**src/rtl/rbs_pkg.sv**
```systemverilog
package rbs_pkg;

    localparam int unsigned NUM_SLOTS     = 24;
    localparam int unsigned FRAMES_PER_MF = 24;
    localparam int unsigned ROB_PERIOD    = 6;
    localparam int unsigned OCTET_W       = 8;
    localparam int unsigned SIG_BITS      = FRAMES_PER_MF / ROB_PERIOD;
    localparam int unsigned SLOT_W        = $clog2(NUM_SLOTS);
    localparam int unsigned FRAME_W       = $clog2(FRAMES_PER_MF + 1);
    localparam int unsigned SIG_IDX_W     = $clog2(SIG_BITS);

    typedef logic [SLOT_W-1:0]    slot_t;
    typedef logic [FRAME_W-1:0]   frame_t;
    typedef logic [OCTET_W-1:0]   octet_t;
    typedef logic [SIG_BITS-1:0]  sig_t;
    typedef logic [SIG_IDX_W-1:0] sig_idx_t;

    typedef enum logic {
        SIG_FOUR_STATE = 1'b0,
        SIG_TWO_STATE  = 1'b1
    } sig_mode_t;

    // One octet as presented at the input
    typedef struct packed {
        logic   valid;
        slot_t  slot;
        octet_t data;
    } beat_t;

    // Position information for the octet currently presented
    typedef struct packed {
        logic     robbed;   // octet belongs to a signalling frame
        sig_idx_t sig_pos;  // nibble bit that its LSB feeds
        logic     commit;   // last signalling octet of the multiframe
    } pos_t;

    function automatic frame_t advance_frame(frame_t f);
        if (f == frame_t'(FRAMES_PER_MF))
            return frame_t'(1);
        return f + frame_t'(1);
    endfunction

    function automatic logic is_sig_frame(frame_t f);
        return (f != '0) && ((int'(f) % ROB_PERIOD) == 0);
    endfunction

    // Frame 6 feeds the MSB (A), the last signalling frame feeds bit 0
    function automatic sig_idx_t sig_bit_of(frame_t f);
        return sig_idx_t'(SIG_BITS - (int'(f) / ROB_PERIOD));
    endfunction

    // Two-state folding: repeat the two upper bits into the lower two
    function automatic sig_t fold_two_state(sig_t s);
        sig_t r;
        for (int i = 0; i < int'(SIG_BITS); i++)
            r[i] = s[SIG_BITS/2 + (i % (SIG_BITS/2))];
        return r;
    endfunction

endpackage

```
**src/rtl/rbs_frame_tracker.sv**
```systemverilog
module rbs_frame_tracker
    import rbs_pkg::*;
(
    input  logic  clk,
    input  logic  rst,
    input  beat_t beat,
    input  logic  frame_start,
    input  logic  mf_align,
    output pos_t  pos
);

    frame_t frame_q;
    logic   synced_q;
    frame_t cur_frame;
    logic   cur_synced;
    logic   new_frame;

    assign new_frame = beat.valid && frame_start;

    always_comb begin
        cur_frame = frame_q;
        if (new_frame)
            cur_frame = mf_align ? frame_t'(1) : advance_frame(frame_q);
    end

    assign cur_synced = synced_q || new_frame;

    always_ff @(posedge clk) begin
        if (rst) begin
            frame_q  <= frame_t'(FRAMES_PER_MF);
            synced_q <= 1'b0;
        end else if (new_frame) begin
            frame_q  <= cur_frame;
            synced_q <= 1'b1;
        end
    end

    always_comb begin
        pos.robbed  = beat.valid && cur_synced && is_sig_frame(cur_frame);
        pos.sig_pos = sig_bit_of(cur_frame);
        pos.commit  = pos.robbed
                   && (cur_frame == frame_t'(FRAMES_PER_MF))
                   && (beat.slot == slot_t'(NUM_SLOTS - 1));
    end

endmodule

```
**src/rtl/rbs_octet_stage.sv**
```systemverilog
module rbs_octet_stage
    import rbs_pkg::*;
(
    input  logic   clk,
    input  logic   rst,
    input  beat_t  beat,
    input  pos_t   pos,
    output logic   out_valid,
    output octet_t out_octet,
    output logic   out_seven
);

    always_ff @(posedge clk) begin
        if (rst) begin
            out_valid <= 1'b0;
            out_octet <= '0;
            out_seven <= 1'b0;
        end else begin
            out_valid <= beat.valid;
            if (beat.valid) begin
                out_seven <= pos.robbed;
                out_octet <= pos.robbed ? {beat.data[OCTET_W-1:1], 1'b0}
                                        : beat.data;
            end
        end
    end

endmodule

```
**src/rtl/rbs_sig_store.sv**
```systemverilog
module rbs_sig_store
    import rbs_pkg::*;
(
    input  logic      clk,
    input  logic      rst,
    input  beat_t     beat,
    input  pos_t      pos,
    input  sig_mode_t mode,
    input  slot_t     rd_idx,
    output sig_t      rd_abcd
);

    sig_t gather_q [NUM_SLOTS];
    sig_t gather_nxt [NUM_SLOTS];
    sig_t table_q [NUM_SLOTS];

    // Gathered bits with the current octet's bit merged in
    always_comb begin
        for (int i = 0; i < int'(NUM_SLOTS); i++) begin
            gather_nxt[i] = gather_q[i];
            if (pos.robbed && beat.slot == slot_t'(i))
                gather_nxt[i][pos.sig_pos] = beat.data[0];
        end
    end

    for (genvar g = 0; g < int'(NUM_SLOTS); g++) begin : g_slot
        always_ff @(posedge clk) begin
            if (rst) begin
                gather_q[g] <= '0;
                table_q[g]  <= '0;
            end else begin
                gather_q[g] <= gather_nxt[g];
                if (pos.commit)
                    table_q[g] <= (mode == SIG_TWO_STATE)
                                ? fold_two_state(gather_nxt[g])
                                : gather_nxt[g];
            end
        end
    end

    always_comb begin
        rd_abcd = '0;
        for (int i = 0; i < int'(NUM_SLOTS); i++)
            if (rd_idx == slot_t'(i))
                rd_abcd = table_q[i];
    end

endmodule

```
**src/rtl/rbs_extractor.sv**
```systemverilog
module rbs_extractor
    import rbs_pkg::*;
(
    input  logic                clk,
    input  logic                rst,
    input  logic                in_valid,
    input  logic [SLOT_W-1:0]   in_slot,
    input  logic [OCTET_W-1:0]  in_octet,
    input  logic                frame_start,
    input  logic                mf_align,
    input  logic                two_state,
    output logic                out_valid,
    output logic [OCTET_W-1:0]  out_octet,
    output logic                out_seven,
    input  logic [SLOT_W-1:0]   rd_idx,
    output logic [SIG_BITS-1:0] rd_abcd
);

    beat_t     beat;
    pos_t      pos;
    sig_mode_t mode;

    assign beat.valid = in_valid;
    assign beat.slot  = in_slot;
    assign beat.data  = in_octet;
    assign mode       = two_state ? SIG_TWO_STATE : SIG_FOUR_STATE;

    rbs_frame_tracker u_tracker (
        .clk         (clk),
        .rst         (rst),
        .beat        (beat),
        .frame_start (frame_start),
        .mf_align    (mf_align),
        .pos         (pos)
    );

    rbs_octet_stage u_stage (
        .clk       (clk),
        .rst       (rst),
        .beat      (beat),
        .pos       (pos),
        .out_valid (out_valid),
        .out_octet (out_octet),
        .out_seven (out_seven)
    );

    rbs_sig_store u_store (
        .clk     (clk),
        .rst     (rst),
        .beat    (beat),
        .pos     (pos),
        .mode    (mode),
        .rd_idx  (rd_idx),
        .rd_abcd (rd_abcd)
    );

endmodule

```
**config.mk**
```make
export PLATFORM = sky130hd
export DESIGN_NAME = rbs_extractor
export DESIGN_NICKNAME = d
export VERILOG_FILES = /design/src/rtl/rbs_pkg.sv /design/src/rtl/rbs_frame_tracker.sv /design/src/rtl/rbs_octet_stage.sv /design/src/rtl/rbs_sig_store.sv /design/src/rtl/rbs_extractor.sv
export SDC_FILE = /design/constraint.sdc
export NUM_CORES = 1
export LEC_CHECK = 0
export BUFFER_PORTS_ARGS = -buffer_cell sky130_fd_sc_hd__buf_4
export CELL_PAD_IN_SITES_DETAIL_PLACEMENT = 1
export CELL_PAD_IN_SITES_GLOBAL_PLACEMENT = 2
export CORE_MARGIN = 1.5
export CORE_UTILIZATION = 25
export DETAILED_ROUTE_END_ITERATION = 10
export HOLD_SLACK_MARGIN = 0.08
export PLACE_DENSITY_LB_ADDON = 0.1
export SLEW_MARGIN = 15
export SYNTH_ARGS = -nofsm -noshare
export SYNTH_HDL_FRONTEND = slang
export SYNTH_SLANG_ARGS = --single-unit
```
**constraint.sdc**
```tcl
create_clock -name clk -period 19.6 [get_ports clk]
set_input_delay 2.94 -clock clk [delete_from_list [all_inputs] [get_ports clk]]
set_output_delay 2.94 -clock clk [all_outputs]
set_load 0.005 [all_outputs]
```
; ---- After elaboration in Yosys (flattened, before gate mapping)
; Memories as Yosys holds them, arrays and structs flattened.
; Cells that the tools add are included.
[word_totals]
ff_bits = 16
latchBits = 0
ram_bits = 192
mem_bits_ro = 0
input_bits = 24
output_inout_bits = 14
word_cells = 305
memories = 2
[mem_list]
columns = memory, depth, width, rd, rd_ports_with_merged_regs, write_ports, line
row1 = u_store.gather_q, 24, 4, 24, 0, 24, rbs_sig_store.sv:13  ; sig_t gather_q [NUM_SLOTS];
row2 = u_store.table_q, 24, 4, 24, 0, 24, rbs_sig_store.sv:15  ; sig_t table_q [NUM_SLOTS];
[classes]
n_addsub = 2
mul = 0
div = 2
magnitude_cmp = 2
n_eq_ne = 48
shifts = 0
muxes = 160
bitwise_logic = 48
reduce_logical = 36
[ops]
columns = operator, count
row1 = $mux 4, 96
row2 = $bwmux 4, 24
row3 = $eq 5x5->1 const B, 18
row4 = $eq 5x4->1 const B, 16
row5 = $mux 2, 24
row6 = $or 1x1->1, 48
row7 = $eq 5x3->1 const B, 8
row8 = $div 5x3->32 const B, 1
row9 = $logic_not 32->1, 1
row10 = $mod 5x3->32 const B, 1
row11 = $logic_and 1x1->1, 31
row12 = $eq 5x2->1 const B, 4
row13 = $mux 5, 4
row14 = $mux 1, 11
row15 = $eq 5x1->1 const B, 2
row16 = $logic_not 5->1, 2
row17 = $add 5x1->5 const B, 1
row18 = $reduce_bool 5->1, 1
row19 = $lt 2x3->1 const B, 1
row20 = $demux 1 s2, 1
row21 = $ge 2x1->1 const B, 1
row22 = $sub 1x2->2 const A, 1
row23 = $logic_or 1x1->1, 1

; ---- Logic depth before layout (Yosys ltp)
; Gate-level depths: netlist of the first run.
[logic_depth]
word_depth = 25
mapped_depth = 21
depth_no_buf = 18

; ---- By module
; A second synthesis of the first run with hierarchy kept.
[hier_totals]
cells_unflattened = 1007
hier_area_um2 = 9983.3
[modules_own_cells]
columns = mod, instances, cells_each, area_each_um2, seq_area_each_um2
row1 = rbs_sig_store, 1, 906, 9054.9, 4804.6
row2 = rbs_frame_tracker, 1, 69, 578.1, 120.1
row3 = rbs_octet_stage, 1, 32, 350.3, 200.2

; ---- Worst setup path before layout of the first run
; No wires, ideal clock.
[synth_timing]
path_type = in2reg
from = input in_valid
to = memory u_store.table_q[0][0] (netlist name) (enable)
setup_ns = 0.453
t_arrival_ns = 8.239
required_ns = 19.147
path_slack_ns = 10.908
cell_stages = 18
n_path_buf = 2
path_cell_list = buf_6 > and2_1 > buf_6 > and4_4 > nor3_4 > inv_2 > ha_1 > nor2b_1 > and2_1 > xnor2_1 > o22ai_1 > ha_1 > nor4b_1 > a21oi_1 > a311oi_2 > a21oi_2 > nor3_1 > a21o_1
[synth_lines]
columns = item, line
row1 = from (decl), rbs_extractor.sv:6  ; input logic in_valid,
row2 = to (decl), rbs_sig_store.sv:15

==> impl_metrics.yaml, run 1 <==
cells_and_area:
  num-fill-cells: 4733
  area_growth_syn_to_layout_pct: 14.35
  nNetsFinal: 1135
  utilization_pct: 29.06
  num_antenna_cells: 0
  register_area_sq_um: 5105
  final_cell_mix: "130 x nor2_1, 113 x a21oi_1, 111 x dfxtp_1"
  final_common_cell: "nor2_1"
  stdcell_count: 1668
  multiInputGateArea_sq_um: 5057
  drive_above_1_share_pct: 12.13
power_and_ir_drop:
  total_power_uw: 1074
  p_clk_share_pct: 46.6
  p_switching_uw: 286.5
  power_frac_comb_pct: 10.2
  powerDensity_nw_per_um2: 87.70
  power.internal_uw: 787.4
  pwr-share-seq_pct: 43.2
  power.share.switching_pct: 26.68
  vdd_drop_max_v: 0.00005541
  leakage_uw: 0.004088
sta:
  timing.final.crit_share_pct: 44.53
  timing.slew.headroom_pct: 26.07
  tns_ps: 0
  skew_ps: 14.67
  fmax_mhz: 114.6
  fin_crit_ps: 8728
  rsz0062_at_grt: "false"
  slew_viol_final: 0
  hold_violations: 0
  setup_viol: 0
  hold_ws_ps: 470.0
  worst_pin_slew_ps: 1100
critical_path:
  slowest_delay_ps: 690
  crit_buf_inv: 3
  start_kind: "input port"
  cp_max_fo: 55
  cp-end-kind: "flip-flop"
  required_ps: 19940
  worstPathCellList: "buf_4 > nand2_1 > o2bb2ai_1 > nor2_1 > inv_1 > ha_1 > nor2b_1 > and2_1 > xnor2_1 > o22ai_1 > ha_1 > nor4b_1 > a21oi_1 > a311oi_2 > a21o_2 > nand3_4 > buf_4 > a221oi_1"
  cp_top_family: "simple AND/OR/NAND/NOR gates"
  slowest_stage: "nor2_1"
  crit_type: "input port to flip-flop"
  cp.arrival_ps: 9070
drt:
  vias_per_cell: 5.327
  first_pass_iters: 4
  drc: 0
  via_count: 8885
  totalWireLength_mm: 39.47
  drtIter0Drc: 520
  ant_nets: 0
  avgRoutedWirePerCell_microns: 23.66
yosys:
  seq_area_frac_synth_pct: 47.67
  ys_seq_elements: 207
  async_reset_ff_share_pct: 0
  synth_top_area_cell: "edfxtp_1"
  yosys-top-cells-area: "edfxtp_1 27%, dfxtp_1 21%, mux2i_1 6.1%, a21oi_1 5.3%, nor2_1 4.6%"
  synth_cell_type_count: 75
  synth_top_area_share_pct: 26.92
  syn_area_sq_um: 10710
  synthesis.nets: 1153
  synth_edf_count: 96
  yosys_warnings: 0
  synthCells: 1125
  ys.flop_type: "dfxtp_1"
  syn-mean-instance-area_sq_um: 9.519
placed_design:
  hpwl_mm: 24.10
  post-place-cells: 1616
  numPortBuffers: 37
  place_congestion: 0.7720
global_route:
  grtUsageTotal_pct: 18.10
  grt_first_pass_wirelength_mm: 60.59
  grt_pass1_vias: 9320
  grt_overflow_total: 0
  antenna_found_initial: 0
  grt_start_max_net_pins: 72
run_status:
  status: "complete, no violations"
clock_tree:
  cts_buffers: 28
  post_cts_resized: 0
  cts_sinks: 207
  cts_tree: "built"
  h-tree-depth: 1
  hold_buffers: 0
  clkLatencyLatePin_ps: 560
  cts_buffer_depth: 3
  clk_pin_slew_ps: 60
  cts_setup_buffers: 0
  cts_root_buffer: "clkbuf_16"
floorplanning:
  core-area_sq_um: 42130
  io_pins: 38
  fp.dieH_microns: 210.0
  dieWidth_microns: 210.0
  start_util_pct: 25.42
  rows: 75
  die_area_sq_um: 44090
flow_run:
  drv_cap: 0
hold_path:
  hp-class: "flip-flop to flip-flop"
-- Yosys cell counts, drive strengths merged, types with 3 or more instances --
master,instances
nand2b,33
dfxtp,111
nand4,49
a311oi,23
nand3b,5
nor3,11
a31oi,6
a21oi,115
o221ai,4
o31ai,23
clkbuf,65
and2,3
o211ai,3
ha,4
nor2,130
a211oi,27
a22o,3
nand3,63
inv,35
nor2b,8
buf,35
mux2,6
mux2i,65
a221oi,26
and4,3
o22ai,9
edfxtp,96
o311ai,3
mux4,9
a21boi,3
o21ai,36
nand2,77
-- cell type report --
cell class | count | area share, %
multi-input cells | 783 | 41.30
inverters | 35 | 1.073
clock buffers | 49 | 7.122
well taps | 539 | 5.507
flip-flops and latches | 207 | 41.69
clock inverters | 3 | 0.1226
repair buffers | 52 | 3.188
-- flip-flops by register name (all words and copies together) (netlist names) --
name	flops
u_stage.out_valid	1
u_store.gather_q	95
u_tracker.synced_q	1
u_tracker.frame_q	5
u_stage.out_seven	1
u_stage.out_octet	8
u_store.table_q	96
-- power groups by stage --
stage | clock network [uW] | logic (uW) | registers [uW]
2_1_floorplan | 0 | 66.0 | 472
3_3_place_gp | 0 | 112 | 473
3_5_place_dp | 0 | 112 | 473
4_1_cts | 516 | 112 | 464
5_1_grt | 532 | 119 | 465
6_report | 500 | 110 | 464
-- per-stage QoR --
stage | setup slack (ps) | instance area, sq um
4_1_cts | 10800 | 12250
5_1_grt | 10330 | 12250
3_3_place_gp | 10370 | 11360
3_5_place_dp | 10180 | 11360
6_report | 10870 | 12250
2_1_floorplan | 10910 | 10710
-- metal layers --
layer	GRT usage [%]	share of wire [%]
met5	0	0
met4	4.490	1.6
met3	2.131	2.9
met2	29.59	46
met1	25.40	50
-- tightest hold or removal path, delay by kind of cell, from the launching register on --
| family | cells | cell delay, ps |
|---|---|---|
| AOI/OAI and AO/OA | 2 | 110 |
| DFF | 1 | 310 |
-- worst paths after layout --
kind / cells after the start / from / to / slack [ps]
worst min-delay path: 2 / u_store.gather_q[2][29] / u_store.gather_q[2][29] / 470
worst max-delay path: 18 / in_valid / u_store.table_q[0][8] / 10870
worst min register to register: 2 / u_store.gather_q[2][29] / u_store.gather_q[2][29] / 470
worst max register to register: 19 / u_tracker.frame_q[0] / u_store.table_q[0][8] / 12660
-- logic make-up after synthesis --
kind of cell	after synthesis	share of synthesized area, %
adder cells (fa/ha/maj)	4	0.4674
AND/OR/NAND/NOR	397	18.26
flip-flops	207	47.67
buffers and inverters	135	5.456
XOR/XNOR	1	0.08180
AO/OA/AOI/OAI	301	19.47
multiplexers	80	8.599
No activity file was read; power rests on OpenSTA's default activity.
==> run 2: changes to the inputs <==
==> constraint.sdc (replaced) <==
create_clock -name clk -period 8.1 [get_ports clk]
set_input_delay 1.215 -clock clk [delete_from_list [all_inputs] [get_ports clk]]
set_output_delay 1.215 -clock clk [all_outputs]
set_load 0.005 [all_outputs]
==> impl_metrics.yaml, run 2 (synthesis results as in run 1) <==
cells_and_area:
  final_cell_mix: "130 x nor2_1, 113 x a21oi_1, 111 x dfxtp_1"
  largest_reg_flops: 96
  nNetsFinal: 1140
  num-fill-cells: 4726
  final_common_cell: "nor2_1"
  reg_top3: "u_store.table_q: 96 flops, u_store.gather_q: 95 flops, u_stage.out_octet: 8 flops"
  drive_above_1_share_pct: 12.80
  num_antenna_cells: 0
  stdcell_count: 1672
  largest-register: "u_store.table_q"
  area_growth_syn_to_layout_pct: 15.32
  final_area_sq_um: 12350
drt:
  ant_nets: 0
  vias_per_cell: 5.252
  totalWireLength_mm: 39.73
  drc: 0
  drtIter0Drc: 409
  avgRoutedWirePerCell_microns: 23.76
  via_count: 8781
  first_pass_iters: 5
sta:
  slew_viol_final: 0
  fin_crit_ps: 5971
  setup_viol: 0
  rsz0062_at_grt: "false"
  worst_pin_slew_ps: 1034
  fmax_mhz: 167.5
  skew_ps: 19.05
  timing.slew.headroom_pct: 31.05
  hold_violations: 0
  hold_ws_ps: 461.1
  timing.final.crit_share_pct: 73.71
  tns_ps: 0
power_and_ir_drop:
  total_power_uw: 2662
  pwr-share-seq_pct: 42.2
  p_switching_uw: 705.7
  p_clk_share_pct: 47.7
  power.share.switching_pct: 26.51
  powerDensity_nw_per_um2: 215.5
  power_frac_comb_pct: 10.2
  leakage_uw: 0.004141
  power.internal_uw: 1956
  vdd_drop_max_v: 0.0001362
global_route:
  grtUsageTotal_pct: 18.21
  grt_pass1_vias: 9459
  grt_overflow_total: 0
  antenna_found_initial: 0
  grt_start_max_net_pins: 72
  grt_first_pass_wirelength_mm: 61.28
critical_path:
  cp_max_fo: 70
  crit_path_end: "u_store.table_q[1][16]"
  required_ps: 8460
  ff2ff_path_depth: 20
  start_kind: "input port"
  cp.arrival_ps: 6330
  cp-end-kind: "flip-flop"
  critPathLaunch: "in_valid"
  r2r_start: "u_tracker.frame_q[0]"
  crit_type: "input port to flip-flop"
  r2r-end: "u_store.table_q[1][16]"
  reg2reg_slack_ps: 2420
floorplanning:
  io_pins: 38
  die_area_sq_um: 44090
  rows: 75
  start_util_pct: 25.42
  core-area_sq_um: 42130
  dieWidth_microns: 210.0
  fp.dieH_microns: 210.0
placed_design:
  hpwl_mm: 23.88
  post-place-cells: 1621
  place_congestion: 0.7322
  place_area_sq_um: 11420
  numPortBuffers: 37
clock_tree:
  clk_pin_slew_ps: 60
  cts_setup_buffers: 0
  cts_buffers: 28
  clkLatencyLatePin_ps: 560
  post_cts_resized: 0
  hold_buffers: 0
  cts_tree: "built"
  cts_root_buffer: "clkbuf_16"
  cts_sinks: 207
  cts_buffer_depth: 3
  h-tree-depth: 1
run_status:
  status: "complete, no violations"
hold_path:
  hp-class: "flip-flop to flip-flop"
flow_run:
  drv_cap: 0
[run 2: area by class of cell]
| cell class | count | area [sq um] | share of cell area [%] |
|---|---|---|---|
| inverter | 35 | 131.4 | 1.064 |
| timing repair buffer | 57 | 452.9 | 3.668 |
| tap | 539 | 674.4 | 5.461 |
| clock buffer | 44 | 842.1 | 6.819 |
| clock inverter | 7 | 86.33 | 0.6991 |
| multi-input combinational | 783 | 5057 | 40.95 |
| sequential | 207 | 5105 | 41.34 |
[run 2: power groups by stage]
stage	Sequential [uW]	Combinational (uW)	Clock (uW)
2_1_floorplan	1140	160	0
3_3_place_gp	1150	278	0
3_5_place_dp	1140	275	0
4_1_cts	1120	276	1300
5_1_grt	1120	293	1350
6_report	1120	270	1270
[run 2: worst min path at each step]
stage | depth (start not counted) | slack, ps | end | from
2_1_floorplan | 2 | 430 | u_tracker.synced_q | u_tracker.synced_q
3_3_place_gp | 2 | 450 | u_store.gather_q[1][29] | u_store.gather_q[1][29]
3_5_place_dp | 2 | 450 | u_store.gather_q[1][29] | u_store.gather_q[1][29]
4_1_cts | 2 | 460 | u_store.gather_q[1][29] | u_store.gather_q[1][29]
5_1_grt | 2 | 480 | u_store.gather_q[1][29] | u_store.gather_q[1][29]
6_report | 2 | 460 | u_store.gather_q[1][29] | u_store.gather_q[1][29]
[run 2: routing by layer]
layer,routed length (microns),track usage (%),vias to the layer above
met1,19830,25.74,4448
li1,-,-,4186
met5,0,0,-
met3,951,2.205,44
met2,18110,29.73,103
met4,831,4.093,0
[run 2: critical path, stage by stage]
cell and delay (ps):
buf_4 190, and2_1 250, and4_4 240, nor3_4 410, inv_2 130, ha_1 370, nor2b_1 250, and2_1 200
xnor2_1 120, o22ai_1 100, ha_1 340, nor4b_1 330, a21oi_1 120, a311oi_2 410, a21o_2 230, buf_4 770
nand3_1 240, a221oi_1 360
[run 2: metrics by stage]
step / util, % / setup slack, ps
after floorplan: - / 1133
final: 29.31 / 2129
after global routing: 29.31 / 1702
after CTS: 29.31 / 2130
after global placement: 27.11 / 1664
after detailed placement: 27.11 / 1560
==> run 3: changes to the inputs <==
--- a/config.mk
+++ b/config.mk
@@ -5,6 +5,7 @@
 export SDC_FILE = /design/constraint.sdc
 export NUM_CORES = 1
 export LEC_CHECK = 0
+export ABC_AREA = 1
 export BUFFER_PORTS_ARGS = -buffer_cell sky130_fd_sc_hd__buf_4
 export CELL_PAD_IN_SITES_DETAIL_PLACEMENT = 1
 export CELL_PAD_IN_SITES_GLOBAL_PLACEMENT = 2
==> constraint.sdc (replaced) <==
create_clock -name clk -period 5.17 [get_ports clk]
set_input_delay 0.7755 -clock clk [delete_from_list [all_inputs] [get_ports clk]]
set_output_delay 0.7755 -clock clk [all_outputs]
set_load 0.005 [all_outputs]
==> impl_metrics.yaml, run 3 <==
placed_design:
  place_congestion: 0.7344
  dp_slack_ps: 627.3
  hpwl_mm: 26.91
  numPortBuffers: 37
critical_path:
  crit_type: "input port to output pin"
  slowest_delay_ps: 750
  cp-end-kind: "output pin"
  required_ps: 4390
  cp_top_family: "simple AND/OR/NAND/NOR gates"
  slowest_stage: "nor3_1"
  cp_max_fo: 14
  cp.arrival_ps: 3470
  crit_top_cell: "nand2_1"
  worstPathCellList: "buf_4 > nor2_1 > inv_1 > nor3_1 > o21bai_1 > inv_1 > nand2_1 > nand4_1 > nand2_1 > nand3_1 > nand2_1 > nand2_1 > buf_4"
  crit_buf_inv: 4
  start_kind: "input port"
yosys:
  yosys.area_share.simple_pct: 40.02
  yosys-top-cells-area: "edfxtp_1 26%, dfxtp_1 21%, nand2_1 19%, nor2_1 7.1%, nand4_1 6.9%"
  synthTopCellsByCount: "560 x nand2_1, 207 x nor2_1, 121 x nand4_1"
  yosys_warnings: 0
  synth_compound_area_share_pct: 5.003
  async_reset_ff_share_pct: 0
  synth_top_family_by_area: "simple AND/OR/NAND/NOR gates"
  synth_edf_count: 96
  synth_top_area_cell: "edfxtp_1"
  synth_cell_type_count: 32
  ys_seq_elements: 208
  synthMuxAreaShare_pct: 0
  synth-xor-area-share_pct: 0.08032
  synthesis.nets: 1557
  synth_fa_ha_area_share_pct: 0.4590
  synth.most_common_cell: "nand2_1"
  synth_top_area_share_pct: 26.44
  synthCells: 1529
  seq_area_frac_synth_pct: 47.00
  syn_area_sq_um: 10900
  ys.flop_type: "dfxtp_1"
  syn-mean-instance-area_sq_um: 7.132
sta:
  setup_viol: 0
  rsz0062_at_grt: "false"
  fin_crit_ps: 4249
  fmax_mhz: 235.4
  tns_ps: 0
  timing.final.crit_share_pct: 82.18
  timing.slew.headroom_pct: 31.75
  hold_violations: 0
  slew_viol_final: 0
  worst_pin_slew_ps: 1016
  fin_ws_ps: 921.1
  skew_ps: 6.847
cells_and_area:
  num-fill-cells: 5284
  nNetsFinal: 1574
  area_growth_syn_to_layout_pct: 15.86
  final_common_cell: "nand2_1"
  num_antenna_cells: 0
  utilization_pct: 29.33
  final_cell_mix: "559 x nand2_1, 207 x nor2_1, 121 x nand4_1"
  drive_above_1_share_pct: 7.918
  reg_top3: "u_store.gather_q: 96 flops, u_store.table_q: 96 flops, u_stage.out_octet: 8 flops"
global_route:
  antenna_found_initial: 0
  grt_first_pass_wirelength_mm: 64.12
  grt_start_max_net_pins: 81
  grtUsageTotal_pct: 18.89
  grt_pass1_vias: 10517
  grt_overflow_total: 0
floorplanning:
  core-area_sq_um: 43080
  io_pins: 38
  start_util_pct: 25.31
  fp.dieH_microns: 211.8
  die_area_sq_um: 44880
  dieWidth_microns: 211.8
  rows: 76
power_and_ir_drop:
  powerDensity_nw_per_um2: 321.3
  leakage_uw: 0.005592
  vdd_drop_max_v: 0.0002012
clock_tree:
  hold_buffers: 0
  cts_setup_buffers: 0
  post_cts_resized: 0
  cts_buffer_depth: 3
  cts_buffers: 27
  clk_pin_slew_ps: 60
  cts_root_buffer: "clkbuf_16"
  cts_tree: "built"
  clkLatencyLatePin_ps: 550
  h-tree-depth: 1
  cts_sinks: 208
drt:
  drc: 0
  ant_nets: 0
  vias_per_cell: 4.702
  via_count: 10115
  totalWireLength_mm: 41.68
  avgRoutedWirePerCell_microns: 19.38
  first_pass_iters: 5
  drtIter0Drc: 395
hold_path:
  hp-class: "input port to flip-flop"
flow_run:
  drv_cap: 0
run_status:
  status: "complete, no violations"
## run 3: final timing paths
check	slack, ps	end	depth (start not counted)	from
setup / recovery	920	rd_abcd[0]	13	rd_idx[3]
hold / removal	450	u_stage.out_octet[4]	3	in_octet[4]
setup reg to reg	1020	u_store.table_q[2][20]	24	u_tracker.frame_q[0]
hold reg to reg	480	u_stage.out_seven	2	u_stage.out_seven
## run 3: cell type report
| type | instances | area (sq um) | share of cell area, % |
|---|---|---|---|
| inverters | 115 | 432.9 | 3.427 |
| clock buffers | 43 | 745.7 | 5.903 |
| well taps | 585 | 732.0 | 5.794 |
| repair buffers | 66 | 583.1 | 4.615 |
| flip-flops and latches | 208 | 5125 | 40.57 |
| clock inverters | 6 | 28.78 | 0.2278 |
| multi-input cells | 1128 | 4986 | 39.47 |
## run 3: layer usage
layer | global-route usage [%] | routed length [microns] | vias to the layer above
met5 | 0 | 0 | -
met4 | 5.074 | 922 | 0
met3 | 2.433 | 1354 | 60
met2 | 31.39 | 18950 | 130
met1 | 25.72 | 20450 | 4848
li1 | - | - | 5077
## run 3: tightest hold or removal path, delay by kind of cell
| kind | cells | cell delay (ps) |
|---|---|---|
| and+or+nand+nor | 2 | 110 |
| buffers and inverters | 1 | 80 |
## run 3: kinds of logic (layout without fill, tap and decap cells)
logic type	after synthesis	count (layout)
simple gates	1023	1023
flops	208	208
buf+inv	193	230
compound gates	100	100
fa+ha+maj	4	4
xor+xnor	1	1
## run 3: per-stage QoR
stage | total power [uW] | cells | area [sq um] | hold WS, ps
5_1_grt | 4228 | 2151 | 12630 | 438.1
2_1_floorplan | 2109 | 1529 | 10910 | 441.1
3_5_place_dp | 2368 | 2102 | 11860 | 459.8
4_1_cts | 4141 | 2151 | 12630 | 418.6
6_report | 4060 | 2151 | 12630 | 447.2
3_3_place_gp | 2368 | 2102 | 11860 | 455.4
## run 3: where the power goes
group          total [uW]  switching, uW  internal (uW)
clock                1740            762            979
combinational         553            419            134
sequential           1770           14.6           1750
